$ cat src/rtl/spi_host_pkg.sv
package spi_host_pkg;

    localparam int NUM_IRQ = 4;

    // interrupt bit positions (software decodes them)
    localparam int IRQ_CMD_LOW  = 0;
    localparam int IRQ_TX_LOW   = 1;
    localparam int IRQ_RX_HIGH  = 2;
    localparam int IRQ_SYNC     = 3;

    // register offsets
    localparam logic [7:0] OFS_VERSION  = 8'h00;
    localparam logic [7:0] OFS_SRST     = 8'h40;
    localparam logic [7:0] OFS_IRQ_EN   = 8'h80;
    localparam logic [7:0] OFS_IRQ_PEND = 8'h84;
    localparam logic [7:0] OFS_IRQ_SRC  = 8'h88;
    localparam logic [7:0] OFS_SYNC_TAG = 8'hC0;
    localparam logic [7:0] OFS_CMD_ROOM = 8'hD0;
    localparam logic [7:0] OFS_TX_ROOM  = 8'hD4;
    localparam logic [7:0] OFS_RX_LVL   = 8'hD8;
    localparam logic [7:0] OFS_CMD_PUSH = 8'hE0;
    localparam logic [7:0] OFS_TX_PUSH  = 8'hE4;
    localparam logic [7:0] OFS_RX_POP   = 8'hE8;
    localparam logic [7:0] OFS_RX_PEEK  = 8'hEC;

    typedef struct packed {
        logic                    srst;
        logic [NUM_IRQ-1:0]      enable;
        logic [7:0]              sync_tag;
        logic [31:0]             rdata;
    } regs_t;

endpackage

$ cat src/rtl/fifo_buf.sv
module fifo_buf #(
    parameter int W     = 8,
    parameter int DEPTH = 16,
    localparam int PTR_W = $clog2(DEPTH),
    localparam int CNT_W = $clog2(DEPTH + 1)
) (
    input  logic             clk,
    input  logic             rst_n,
    input  logic             clr,
    input  logic             push,
    input  logic [W-1:0]     wdata,
    input  logic             pop,
    output logic [W-1:0]     head,
    output logic [CNT_W-1:0] count,
    output logic             empty,
    output logic             full
);

    typedef struct packed {
        logic [PTR_W-1:0] wp;
        logic [PTR_W-1:0] rp;
        logic [CNT_W-1:0] cnt;
    } fst_t;

    fst_t st_d, st_q;
    logic [W-1:0] mem [DEPTH];
    logic do_push, do_pop;

    localparam logic [PTR_W-1:0] LAST_PTR = PTR_W'(DEPTH - 1);
    localparam logic [CNT_W-1:0] FULL_CNT = CNT_W'(DEPTH);

    assign empty = (st_q.cnt == '0);
    assign full  = (st_q.cnt == FULL_CNT);
    assign count = st_q.cnt;
    assign head  = mem[st_q.rp];

    always_comb begin
        st_d    = st_q;
        do_push = push && !full && !clr;
        do_pop  = pop && !empty && !clr;
        if (do_push) st_d.wp = (st_q.wp == LAST_PTR) ? '0 : st_q.wp + 1'b1;
        if (do_pop)  st_d.rp = (st_q.rp == LAST_PTR) ? '0 : st_q.rp + 1'b1;
        case ({do_push, do_pop})
            2'b10:   st_d.cnt = st_q.cnt + 1'b1;
            2'b01:   st_d.cnt = st_q.cnt - 1'b1;
            default: st_d.cnt = st_q.cnt;
        endcase
        if (clr) st_d = '0;
    end

    always_ff @(posedge clk or negedge rst_n) begin
        if (!rst_n) st_q <= '0;
        else        st_q <= st_d;
    end

    always_ff @(posedge clk) begin
        if (do_push) mem[st_q.wp] <= wdata;
    end


    full_drop_chk: assert property (@(posedge clk) disable iff (!rst_n)
        (push && full && !pop && !clr) |=> (count == $past(count)));


    empty_pop_chk: assert property (@(posedge clk) disable iff (!rst_n)
        (pop && empty && !push && !clr) |=> (count == '0));


    clear_chk: assert property (@(posedge clk) disable iff (!rst_n)
        clr |=> (count == '0));

endmodule

$ cat src/rtl/irq_unit.sv
module irq_unit #(
    parameter int N = 4
) (
    input  logic         clk,
    input  logic         rst_n,
    input  logic [N-1:0] set_vec,
    input  logic [N-1:0] clr_vec,
    input  logic [N-1:0] enable,
    output logic [N-1:0] pending,
    output logic         irq
);

    logic [N-1:0] pend_d, pend_q;

    always_comb begin
        pend_d = (pend_q & ~clr_vec) | set_vec;
    end

    always_ff @(posedge clk or negedge rst_n) begin
        if (!rst_n) pend_q <= '0;
        else        pend_q <= pend_d;
    end

    assign pending = pend_q;
    assign irq     = |(pend_q & enable);


    set_wins_chk: assert property (@(posedge clk) disable iff (!rst_n)
        (|set_vec) |=> ((pending & $past(set_vec)) == $past(set_vec)));


    w1c_chk: assert property (@(posedge clk) disable iff (!rst_n)
        (|(clr_vec & ~set_vec)) |=> ((pending & $past(clr_vec & ~set_vec)) == '0));


    masked_quiet_chk: assert property (@(posedge clk) disable iff (!rst_n)
        (enable == '0) |-> !irq);

endmodule

$ cat src/rtl/spi_host_regs.sv
module spi_host_regs
    import spi_host_pkg::*;
#(
    parameter int          DEPTH     = 16,
    parameter int          CMD_W     = 16,
    parameter int          DAT_W     = 8,
    parameter int          LOW_MARK  = 4,
    parameter int          HIGH_MARK = 12,
    parameter logic [7:0]  VER_MAJOR = 8'd1,
    parameter logic [7:0]  VER_MINOR = 8'd0,
    parameter logic [7:0]  VER_PATCH = 8'h61
) (
    input  logic             clk,
    input  logic             rst_n,
    input  logic             bus_sel,
    input  logic             bus_wr,
    input  logic [7:0]       bus_addr,
    input  logic [31:0]      bus_wdata,
    output logic [31:0]      bus_rdata,
    output logic             core_rst,
    output logic             cmd_valid,
    output logic [CMD_W-1:0] cmd_data,
    input  logic             cmd_ready,
    output logic             tx_valid,
    output logic [DAT_W-1:0] tx_data,
    input  logic             tx_ready,
    input  logic             rx_valid,
    input  logic [DAT_W-1:0] rx_data,
    output logic             rx_ready,
    input  logic             sync_valid,
    input  logic [7:0]       sync_id_in,
    output logic             irq
);

    localparam int LVL_W = $clog2(DEPTH + 1);
    localparam logic [LVL_W-1:0] LOW_L  = LVL_W'(LOW_MARK);
    localparam logic [LVL_W-1:0] HIGH_L = LVL_W'(HIGH_MARK);

    regs_t r_d, r_q;

    logic wr_acc, rd_acc;
    logic cmd_push, tx_push, rx_pop;
    logic [LVL_W-1:0] cmd_lvl, tx_lvl, rx_lvl;
    logic cmd_empty, tx_empty, rx_empty;
    logic cmd_full, tx_full, rx_full;
    logic [DAT_W-1:0] rx_head;
    logic [NUM_IRQ-1:0] set_vec, clr_vec, pending;
    logic [31:0] rd_val;
    logic unused_wdata;

    assign unused_wdata = ^bus_wdata[31:CMD_W];

    assign wr_acc   = bus_sel && bus_wr;
    assign rd_acc   = bus_sel && !bus_wr;
    assign cmd_push = wr_acc && (bus_addr == OFS_CMD_PUSH);
    assign tx_push  = wr_acc && (bus_addr == OFS_TX_PUSH);
    assign rx_pop   = rd_acc && (bus_addr == OFS_RX_POP);

    fifo_buf #(.W(CMD_W), .DEPTH(DEPTH)) u_cmd_q (
        .clk(clk), .rst_n(rst_n), .clr(r_q.srst),
        .push(cmd_push), .wdata(bus_wdata[CMD_W-1:0]), .pop(cmd_ready),
        .head(cmd_data), .count(cmd_lvl), .empty(cmd_empty), .full(cmd_full)
    );

    fifo_buf #(.W(DAT_W), .DEPTH(DEPTH)) u_tx_q (
        .clk(clk), .rst_n(rst_n), .clr(r_q.srst),
        .push(tx_push), .wdata(bus_wdata[DAT_W-1:0]), .pop(tx_ready),
        .head(tx_data), .count(tx_lvl), .empty(tx_empty), .full(tx_full)
    );

    fifo_buf #(.W(DAT_W), .DEPTH(DEPTH)) u_rx_q (
        .clk(clk), .rst_n(rst_n), .clr(r_q.srst),
        .push(rx_valid), .wdata(rx_data), .pop(rx_pop),
        .head(rx_head), .count(rx_lvl), .empty(rx_empty), .full(rx_full)
    );

    assign cmd_valid = !cmd_empty;
    assign tx_valid  = !tx_empty;
    assign rx_ready  = !rx_full && !r_q.srst;
    assign core_rst  = r_q.srst;

    always_comb begin
        set_vec              = '0;
        set_vec[IRQ_CMD_LOW] = (cmd_lvl <= LOW_L);
        set_vec[IRQ_TX_LOW]  = (tx_lvl  <= LOW_L);
        set_vec[IRQ_RX_HIGH] = (rx_lvl  >= HIGH_L);
        set_vec[IRQ_SYNC]    = sync_valid;
        clr_vec = (wr_acc && bus_addr == OFS_IRQ_PEND) ? bus_wdata[NUM_IRQ-1:0] : '0;
    end

    irq_unit #(.N(NUM_IRQ)) u_irq (
        .clk(clk), .rst_n(rst_n), .set_vec(set_vec), .clr_vec(clr_vec),
        .enable(r_q.enable), .pending(pending), .irq(irq)
    );

    always_comb begin
        case (bus_addr)
            OFS_VERSION:  rd_val = {8'h00, VER_MAJOR, VER_MINOR, VER_PATCH};
            OFS_SRST:     rd_val = {31'h0, r_q.srst};
            OFS_IRQ_EN:   rd_val = 32'(r_q.enable);
            OFS_IRQ_PEND: rd_val = 32'(pending & r_q.enable);
            OFS_IRQ_SRC:  rd_val = 32'(pending);
            OFS_SYNC_TAG: rd_val = 32'(r_q.sync_tag);
            OFS_CMD_ROOM: rd_val = 32'(DEPTH) - 32'(cmd_lvl);
            OFS_TX_ROOM:  rd_val = 32'(DEPTH) - 32'(tx_lvl);
            OFS_RX_LVL:   rd_val = 32'(rx_lvl);
            OFS_RX_POP,
            OFS_RX_PEEK:  rd_val = rx_empty ? 32'h0 : 32'(rx_head);
            default:      rd_val = 32'h0;
        endcase
    end

    always_comb begin
        r_d = r_q;
        if (wr_acc && bus_addr == OFS_SRST)   r_d.srst   = bus_wdata[0];
        if (wr_acc && bus_addr == OFS_IRQ_EN) r_d.enable = bus_wdata[NUM_IRQ-1:0];
        if (sync_valid)                       r_d.sync_tag = sync_id_in;
        if (rd_acc)                           r_d.rdata  = rd_val;
    end

    always_ff @(posedge clk or negedge rst_n) begin
        if (!rst_n) begin
            r_q      <= '0;
            r_q.srst <= 1'b1;
        end else begin
            r_q <= r_d;
        end
    end

    assign bus_rdata = r_q.rdata;


    version_read_chk: assert property (@(posedge clk) disable iff (!rst_n)
        (rd_acc && bus_addr == OFS_VERSION) |=> (bus_rdata[23:16] == VER_MAJOR));


    sync_capture_chk: assert property (@(posedge clk) disable iff (!rst_n)
        sync_valid |=> (r_q.sync_tag == $past(sync_id_in)) && pending[IRQ_SYNC]);


    rx_empty_read_chk: assert property (@(posedge clk) disable iff (!rst_n)
        (rx_pop && rx_empty) |=> (bus_rdata == 32'h0));


    srst_hold_chk: assert property (@(posedge clk) disable iff (!rst_n)
        (core_rst && $past(core_rst)) |-> (cmd_empty && tx_empty && rx_empty));

endmodule

$ cat config.mk
export PLATFORM = sky130hd
export DESIGN_NAME = spi_host_regs
export DESIGN_NICKNAME = d
export VERILOG_FILES = /design/src/rtl/spi_host_pkg.sv /design/src/rtl/fifo_buf.sv /design/src/rtl/irq_unit.sv /design/src/rtl/spi_host_regs.sv
export SDC_FILE = /design/constraint.sdc
export NUM_CORES = 1
export LEC_CHECK = 0
export CAP_MARGIN = 20
export CORE_MARGIN = 2
export CORE_UTILIZATION = 30
export DETAILED_ROUTE_END_ITERATION = 16
export PLACE_DENSITY = 0.42
export SYNTH_ARGS = -nofsm -noshare
export SYNTH_HDL_FRONTEND = slang
export SYNTH_SLANG_ARGS = --single-unit
$ cat constraint.sdc
create_clock -name clk -period 4.9 [get_ports clk]
set_input_delay 0.98 -clock clk [delete_from_list [all_inputs] [get_ports clk]]
set_output_delay 0.98 -clock clk [all_outputs]
set_load 0.03 [all_outputs]
# Yosys cells after proc, flatten, opt, wreduce, memory -nomap -nowiden
# Memories as Yosys holds them, arrays and structs flattened.
# Index checks and enable logic that the tools add are counted.
# word_totals
ff_bits	88
ramBits	512
input_bits	64
n_memories	3
# classes
addsub	14
order_cmp	3
eq_ne	27
muxes	27
n_bitwise	5
reduce_logical	44
# memory_table
memory	words	width	read_ports	rd_ports_with_merged_regs	write_ports	line	source
u_cmd_q.mem	16	16	1	0	1	fifo_buf.sv:26	logic [W-1:0] mem [DEPTH];
u_rx_q.mem	16	8	1	0	1	fifo_buf.sv:26	
u_tx_q.mem	16	8	1	0	1	fifo_buf.sv:26	
# op_table
operator	count
$pmux 32 s10	1
$eq 8x8->1 const B	11
$mux 4	13
$mux 13	3
$pmux 5 s2	3
$add 4x1->4 const B	6
$eq 4x4->1 const B	6
$logic_and 1x1->1	21
$add 5x1->5 const B	3
$eq 5x5->1 const B	3
$logic_not 5->1	3
$sub 5x1->5 const B	3
$and 4x4->4	3
$reduce_bool 2->1	6
$sub 5x5->6 const A	2
$le 5x3->1 const B	2
$reduce_bool 3->1	3
$eq 8x7->1 const B	1
$logic_not 1->1	8
$logic_not 8->1	1
$mux 8	1
$eq 2x1->1 const B	3
$eq 2x2->1 const B	3
$mux 1	6
other kinds (5)	5

# Longest topological paths before layout
# Gate-level depths: netlist of run 1.
# depth
word_depth	8
ltp_mapped	14
mapped_depth_nobuf	13

# Hierarchy
# A second synthesis of run 1 with hierarchy kept.
# hier_totals
hier_cells	1551
hier_area_um2	24896.4
# by_module_without_submodules
module	instances	cells_each	area_each_um2	seq_area_each_um2
fifo_buf at u_rx_q ...	2	362	5990.7	4169.0
fifo_buf at u_cmd_q	1	591	10836.6	8012.7
spi_host_regs	1	221	1913.1	576.8
irq_unit	1	15	165.2	100.1

# Worst setup path after synthesis of run 1
# No wires, ideal clock.
# synth_timing
path_type	input -> register
startpoint	input port bus_addr[3]
endpoint	memory u_cmd_q.mem[4][0] (netlist name) (enable)
setup_time_ns	0.430
arrival_time_ns	3.812
required_time_ns	4.470
slack_ns	0.658
cell_stages	6
n_path_buf	2
cell_sequence	buf_6 > or4_4 > buf_6 > nor4_4 > nand2_4 > nor4_1
# synth_via
elab_chain_cells	6
# synth_rtl
item	line	source
start, declared	spi_host_regs.sv:17	input logic [7:0] bus_addr,
$eq 8x8->1	spi_host_regs.sv:55	assign cmd_push = wr_acc && (bus_addr == OFS_CMD_PUSH);
$logic_and 1x1->1	spi_host_regs.sv:55	
$logic_and 1x1->1 (2 in a row)	fifo_buf.sv:39	do_push = push && !full && !clr;
$mux 1	fifo_buf.sv:57	if (do_push) mem[st_q.wp] <= wdata;
$mux 1 (implied by the code)	fifo_buf.sv:57	
end, declared	fifo_buf.sv:26	
# No other way between the ends.

# Worst setup path after layout of run 1
# layout_timing
startpoint	register u_cmd_q.st_q[6] (netlist name)
endpoint	output port cmd_data[2]
# layout_via
elab_chain_cells	1
# layout_rtl
item	line	source
start, declared	fifo_buf.sv:25	fst_t st_d, st_q;
start signal, assigned	fifo_buf.sv:53	else st_q <= st_d;
$mem_v2 16x16	--	
end, declared	spi_host_regs.sv:22	output logic [CMD_W-1:0] cmd_data,
# No other way between the ends.

==> flow_metrics.tcl, run 1 <==
set metrics [dict create \
    grt_setup_unrepaired "no" \
    grt_pass1_wl_mm 87.0 \
    r2r_end "u_tx_q.count[4]$_DFFE_PN0P_" \
    vias_per_cell 4.86 \
    wl_per_cell_um 22.9 \
    grt.total_usage_pct 14.3 \
    dr_wl_met3_mm 2.15 \
    netlist.area_leader.share_pct 63.7 \
    cts_made_buffers 69 \
    die_area_mm2 0.0828 \
    synth_xor_area_share_pct 0.653 \
    max_stage_delay_ns 0.62 \
    final_max_slew_viol_count 0 \
    setup_viol_count_final 0 \
    dp.cells 2438 \
    synth_seq_area_share_pct 70.5 \
    synth_top_family_by_area "multiplexers" \
    met2_length_mm 28.2 \
    finalCriticalPeriod_ns 4.30 \
    grt_pass1_vias 13000 \
    p_leak_nw 9.31 \
    timing.fmax_mhz 233 \
    arrival_ns 3.32 \
    layout-drive-gt1-share_pct 24.4 \
    fill_cells 7565 \
    drv_cap 0 \
    cts_setup_buffers 0 \
    hold_start "r_q[32]$_DFFE_PN0P_" \
    hold_depth 1 \
    via_count 12500 \
    htreeDepth 3 \
    cts_num_sinks 578 \
    worstPathCellList "buf_4, mux4_2, mux4_2, clkdlybuf4s50_1" \
    wl_met1_mm 27.0 \
    fin_cells 2568 \
    routabilityCongestion 0.760 \
    end_kind "output port" \
    grt_max_degree 67 \
    worst-setup-path-type "reg2out" \
    tns_ns 0 \
    core_mm2 0.0802 \
    ys_types 76 \
    synthAdderAreaFrac_pct 1.40 \
    timing.rr.start "u_tx_q.count[0]$_DFFE_PN0P_" \
    synth_edf_count 512 \
    clk-insertion-delay-late_ns 0.61 \
    fin_util_pct 36.0 \
    critPathTopFamily "buffers and inverters" \
    crit_path_frequent_cell "mux4_2" \
    syn_area_mm2 0.0241 \
    nNetsFinal 1543 \
    max-slew-margin-rel_pct 32.0 \
    num_antenna_cells 0 \
    path_clk_slew_ns 0.05 \
    dp_hpwl_mm 35.9 \
    multi_input_area_mm2 0.00650 \
    r2r_cells 12 \
    start_util_pct 30.1 \
    drtAntennaViolNets 0 \
    wl_mm 58.9 \
    syn_area_per_cell_um2 18.4 \
    slowest_stage "clkdlybuf4s50_1" \
    synth_mux_area_share_pct 15.3 \
    status "complete, no violations" \
    ys_async_sr_fraction_pct 11.4 \
    r2r_slack_ns 1.35 \
    whs_endpoint "r_q[32]$_DFFE_PN0P_" \
    cts-resized-gates 0 \
    finalCritPeriodShare_pct 87.7 \
    grt-ovfl-total 0 \
    topRoutingLayerUsed "met4" \
    ys_warn_count 0 \
    synth.area.top_cells "edfxtp_1 64%, mux4_2 14%, dfrtp_1 6.7%" \
    crit_path_start_kind "register" \
    io_pins 125 \
    cts-root-buf "clkbuf_16" \
    fp.dieH_um 288 \
    fp.dieW_um 288 \
    cts_tree "yes" \
    max_slew.worst_pin.slew_ns 1.02 \
    ctsHoldBuffers 0 \
    synth.most_common_cell "edfxtp_1" \
    drc 0 \
    synth-simple-area-share_pct 5.58 \
    crit_required_ns 3.92 \
    fin_area_mm2 0.0288 \
    worstPathMaxFanout 32 \
    power.density_mw_per_mm2 491 \
    hp-class "reg2reg" \
    regArea_mm2 0.0170 \
    synthCells 1310 \
    yosysTopAreaCell "edfxtp_1" \
    port-buffer-count 108 \
    firstDrtPassIters 5 \
    synth_nets 1401 \
    synth-seq-cells 578 \
    num_rows 104 \
    ys.flop_type "edfxtp_1" \
    clockBufferDepth 3 \
    drt_iter0_drc 958 \
    vdd_drop_max_uv 288 \
    synth_compound_area_share_pct 3.80 \
    place_area_mm2 0.0266 \
    synth_common_cells "512 x edfxtp_1, 153 x mux4_2, 69 x nor2_1" \
    area_delta_synth_final_pct 19.4 \
    critPathBufInv 2 \
    clock_skew_ns 0.0197 \
    final_hold_viol_count 0 \
    antenna_found_initial 1 \
]
-- cell type report --
type / count / area share [%]
Tap cell: 1060 / 4.60
Multi-Input combinational cell: 601 / 22.5
Clock buffer: 89 / 6.47
Sequential cell: 578 / 59.1
Clock inverter: 38 / 1.05
Timing Repair Buffer: 177 / 5.93
Inverter: 25 / 0.326
-- cell usage in the layout, fill, tap and decap left out, drive strengths merged, types with 5 or more instances in the layout --
cell           count
edfxtp           512
mux4             153
clkdlybuf4s50    107
clkbuf            91
nor2              69
buf               68
dfrtp             65
nand2             50
a21oi             36
inv               29
clkinv            28
ha                27
nor3              27
mux2              16
o21ai             16
nand3             15
nand2b            14
and2              13
nor2b             12
nor4              12
xor2              10
a22o               9
a221oi             9
xnor2              8
o221ai             8
or3                8
mux2i              7
a22oi              7
or4                6
nor3b              5
o21a               5
a31oi              5
-- metal layers --
metal / global-route usage (%) / vias up
met1: 19.7 / 6569
met4: 4.26 / 0
met2: 23.1 / 254
met3: 2.63 / 90
li1: - / 5560
met5: 0 / -
-- flip-flops by register name (all words and copies together), names as in the netlist, 5 cells and up --
register and flops:
u_rx_q.count 5, r_q 12, u_cmd_q.mem 256, u_cmd_q.count 5, u_cmd_q.st_q 8, bus_rdata 10
u_tx_q.count 5, u_rx_q.st_q 8, u_tx_q.mem 128, u_rx_q.mem 128, u_tx_q.st_q 8
-- worst max path at each step --
| stage | start | end | slack, ns | cells past startpoint |
|---|---|---|---|---|
| 2_1_floorplan | bus_addr[3] | u_cmd_q.mem[4][0]$_DFFE_PP_ | 0.66 | 6 |
| 3_3_place_gp | bus_addr[1] | u_tx_q.count[4]$_DFFE_PN0P_ | 0.42 | 10 |
| 3_5_place_dp | bus_addr[1] | u_tx_q.count[4]$_DFFE_PN0P_ | 0.49 | 10 |
| 4_1_cts | u_cmd_q.st_q[6]$_DFFE_PN0P_ | cmd_data[2] | 0.50 | 4 |
| 5_1_grt | u_cmd_q.st_q[6]$_DFFE_PN0P_ | cmd_data[2] | 0.48 | 4 |
| 6_report | u_cmd_q.st_q[6]$_DFFE_PN0P_ | cmd_data[2] | 0.60 | 4 |
-- stage by stage --
| step | total power [mW] | hold slack [ns] | setup slack (ns) |
|---|---|---|---|
| 4_1_cts | 14.4 | 0.516 | 0.504 |
| 6_report | 14.2 | 0.510 | 0.604 |
| 3_5_place_dp | 9.45 | 0.491 | 0.490 |
| 5_1_grt | 14.8 | 0.537 | 0.479 |
| 2_1_floorplan | 8.20 | 0.457 | 0.658 |
| 3_3_place_gp | 9.45 | 0.501 | 0.419 |
-- cells by family (layout without fill, tap and decap cells) --
| kind of cell | Yosys count | in the layout |
|---|---|---|
| simple gates | 252 | 252 |
| fa+ha+maj | 27 | 27 |
| xor+xnor | 18 | 18 |
| buf+inv | 131 | 329 |
| flops | 578 | 578 |
| mux | 176 | 176 |
| compound gates | 128 | 128 |
-- power breakdown --
group | internal, mW | total, mW | switching (mW)
logic | 1.65 | 3.37 | 1.72
registers | 5.57 | 5.89 | 0.321
clock network | 2.82 | 4.90 | 2.07
total | 10.0 | 14.2 | 4.11
Power figures use the tool's default switching activity.
==> run 2, diff against run 1 <==
CTS_BUF_LIST = sky130_fd_sc_hd__clkbuf_4   (was not set)
==> run 2 against run 1 <==
Net effect:
- sequential cell count unchanged
- global-route usage is 0.35 points higher
- clock-buffer cell count increased by 159
- first-iteration DRC count shrank 11%
- clock power shrank 9.4%
- largest power group unchanged
- design area down 0.23%
- non-clock buffer count is the same
- clock skew is 0.045 ns higher
- setup slack lost 0.35 ns
- via count is 4.1% higher
==> flow_metrics.tcl, run 2 (same netlist as run 1, synthesis figures left out) <==
set metrics [dict create \
    status "complete, no violations" \
    drv_cap 0 \
    power.density_mw_per_mm2 476 \
    max_stage_delay_ns 0.62 \
    grt_max_degree 67 \
    clockPowerShare_pct 32.4 \
    timing.fmax_mhz 215 \
    grt_pass1_wl_mm 88.7 \
    p_leak_nw 9.50 \
    via_count 13000 \
    max_slew.worst_pin.slew_ns 0.979 \
    crit_required_ns 3.92 \
    met2_length_mm 28.4 \
    tns_ns 0 \
    crit_path_start_kind "register" \
    max-slew-margin-rel_pct 34.5 \
    largestRegisters "u_cmd_q.mem x256, u_rx_q.mem x128, u_tx_q.mem x128" \
    worstPathCellList "buf_4, mux4_2, mux4_2, clkdlybuf4s50_1" \
    start_util_pct 30.1 \
    topRoutingLayerUsed "met4" \
    drtAntennaViolNets 0 \
    drt_iter0_drc 855 \
    routabilityCongestion 0.760 \
    p_switching_mw 4.07 \
    worst-setup-path-type "reg2out" \
    critPathCapture "cmd_data[2]" \
    finalCritPeriodShare_pct 94.8 \
    grt.total_usage_pct 14.7 \
    timing.rr.start "u_tx_q.count[1]$_DFFE_PN0P_" \
    vdd_drop_max_uv 256 \
    clk-insertion-delay-late_ns 0.98 \
    wl_mm 59.5 \
    layout-drive-gt1-share_pct 31.8 \
    antenna_found_initial 3 \
    vias_per_cell 4.76 \
    end_kind "output port" \
    die_area_mm2 0.0828 \
    final_max_slew_viol_count 0 \
    firstDrtPassIters 5 \
    place_area_mm2 0.0266 \
    port-buffer-count 108 \
    r2r_slack_ns 1.33 \
    fin_area_mm2 0.0288 \
    grt_setup_unrepaired "no" \
    drc 0 \
    finalCriticalPeriod_ns 4.65 \
    slowest_stage "clkdlybuf4s50_1" \
    ctsHoldBuffers 0 \
    cts-root-buf "clkbuf_4" \
    io_pins 125 \
    path_clk_slew_ns 0.06 \
    wl_met1_mm 26.8 \
    layout_common_cells "512 x edfxtp_1, 248 x clkbuf_4, 153 x mux4_2, 107 x clkdlybuf4s50_1, 64 x nor2_1" \
    dr_wl_met3_mm 2.75 \
    p_sw_share_pct 29.7 \
    fp.dieH_um 288 \
    cts_num_sinks 578 \
    hp-class "in2async" \
    wl_per_cell_um 21.8 \
    clock_skew_ns 0.0644 \
    cts_tree "yes" \
    cts_made_buffers 161 \
    final_hold_viol_count 0 \
    largest_reg_flops 256 \
    p_int_mw 9.62 \
    fp.dieW_um 288 \
    core_mm2 0.0802 \
    worstPathMaxFanout 32 \
    grt_pass1_vias 13800 \
    clockBufferDepth 3 \
    fill_cells 7663 \
    arrival_ns 3.67 \
    r2r_end "u_tx_q.count[4]$_DFFE_PN0P_" \
    top_register "u_cmd_q.mem" \
    area_delta_synth_final_pct 19.1 \
    seq_power_share_pct 43.0 \
    setup_viol_count_final 0 \
    r2r_cells 12 \
    nNetsFinal 1635 \
    crit_path_frequent_cell "mux4_2" \
    critPathLaunch "u_cmd_q.st_q[6]$_DFFE_PN0P_" \
    htreeDepth 4 \
    dp_hpwl_mm 35.9 \
    cts_setup_buffers 0 \
    grt-ovfl-total 0 \
    final_common_cell "edfxtp_1" \
    pwr-share-comb_pct 24.6 \
    num_rows 104 \
    cts-resized-gates 0 \
]
## run 2: cell count changes in the layout (fill, tap and decap cells not counted), moves of 5 or more
cell,before,now
clkbuf_1,16,0
clkinv_2,15,4
diode_2,0,5
clkbuf_16,73,2
clkinv_1,11,22
clkbuf_4,0,248
## run 2: worst min path at each step
stage	start	to	slack [ns]	cells after the start
after global placement	r_q[32]$_DFFE_PN0P_	r_q[32]$_DFFE_PN0P_	0.50	1
final	rst_n	u_rx_q.count[1]$_DFFE_PN0P_	0.18	1
after detailed placement	bus_rdata[7]$_DFFE_PN0P_	bus_rdata[7]$_DFFE_PN0P_	0.49	2
after CTS	rst_n	u_tx_q.st_q[12]$_DFFE_PN0P_	0.05	1
after floorplan	bus_rdata[16]$_DFFE_PN0P_	bus_rdata[16]$_DFFE_PN0P_	0.46	2
after global routing	rst_n	u_tx_q.st_q[12]$_DFFE_PN0P_	0.16	1
## run 2: worst max-delay path, delay by kind of cell (launching register included)
kind                   cells  cell delay [ns]
multiplexers               2             0.96
flip-flops                 1             0.60
buffers and inverters      2             1.13
## run 2: metal layers
metal / global-route usage [%] / up-vias
met4: 5.87 / 0
met5: 0 / -
li1: - / 5854
met2: 23.3 / 327
met1: 19.4 / 6684
met3: 3.50 / 117
## run 2: metrics by stage
| step | std cells | setup slack, ns | utilization, % | power (mW) | hold WS (ns) |
|---|---|---|---|---|---|
| 2_1_floorplan | 1310 | 0.658 | - | 8.20 | 0.457 |
| 3_3_place_gp | 2437 | 0.419 | 33.1 | 9.45 | 0.501 |
| 3_5_place_dp | 2438 | 0.490 | 33.2 | 9.45 | 0.491 |
| 4_1_cts | 2722 | 0.0552 | 35.8 | 14.0 | 0.0544 |
| 5_1_grt | 2728 | 0.0610 | 35.9 | 14.5 | 0.155 |
| 6_report | 2730 | 0.255 | 35.9 | 13.7 | 0.180 |
## run 2: power groups by stage
stage	Sequential (mW)	Combinational, mW	Clock, mW
after global routing	5.92	3.65	4.91
after CTS	5.89	3.46	4.66
after detailed placement	6.00	3.45	0
after floorplan	5.76	2.44	0
final	5.89	3.37	4.44
after global placement	5.99	3.45	0
## run 2: final cells by class
type,count,area [µm²],share of cell area [%]
clock inverter,36,225,0.783
clock buffer,248,1860,6.47
multi-input combinational,601,6500,22.6
antenna,5,12.5,0.0435
inverter,25,93.8,0.326
tap,1060,1330,4.61
timing repair buffer,177,1710,5.94
sequential,578,17000,59.2
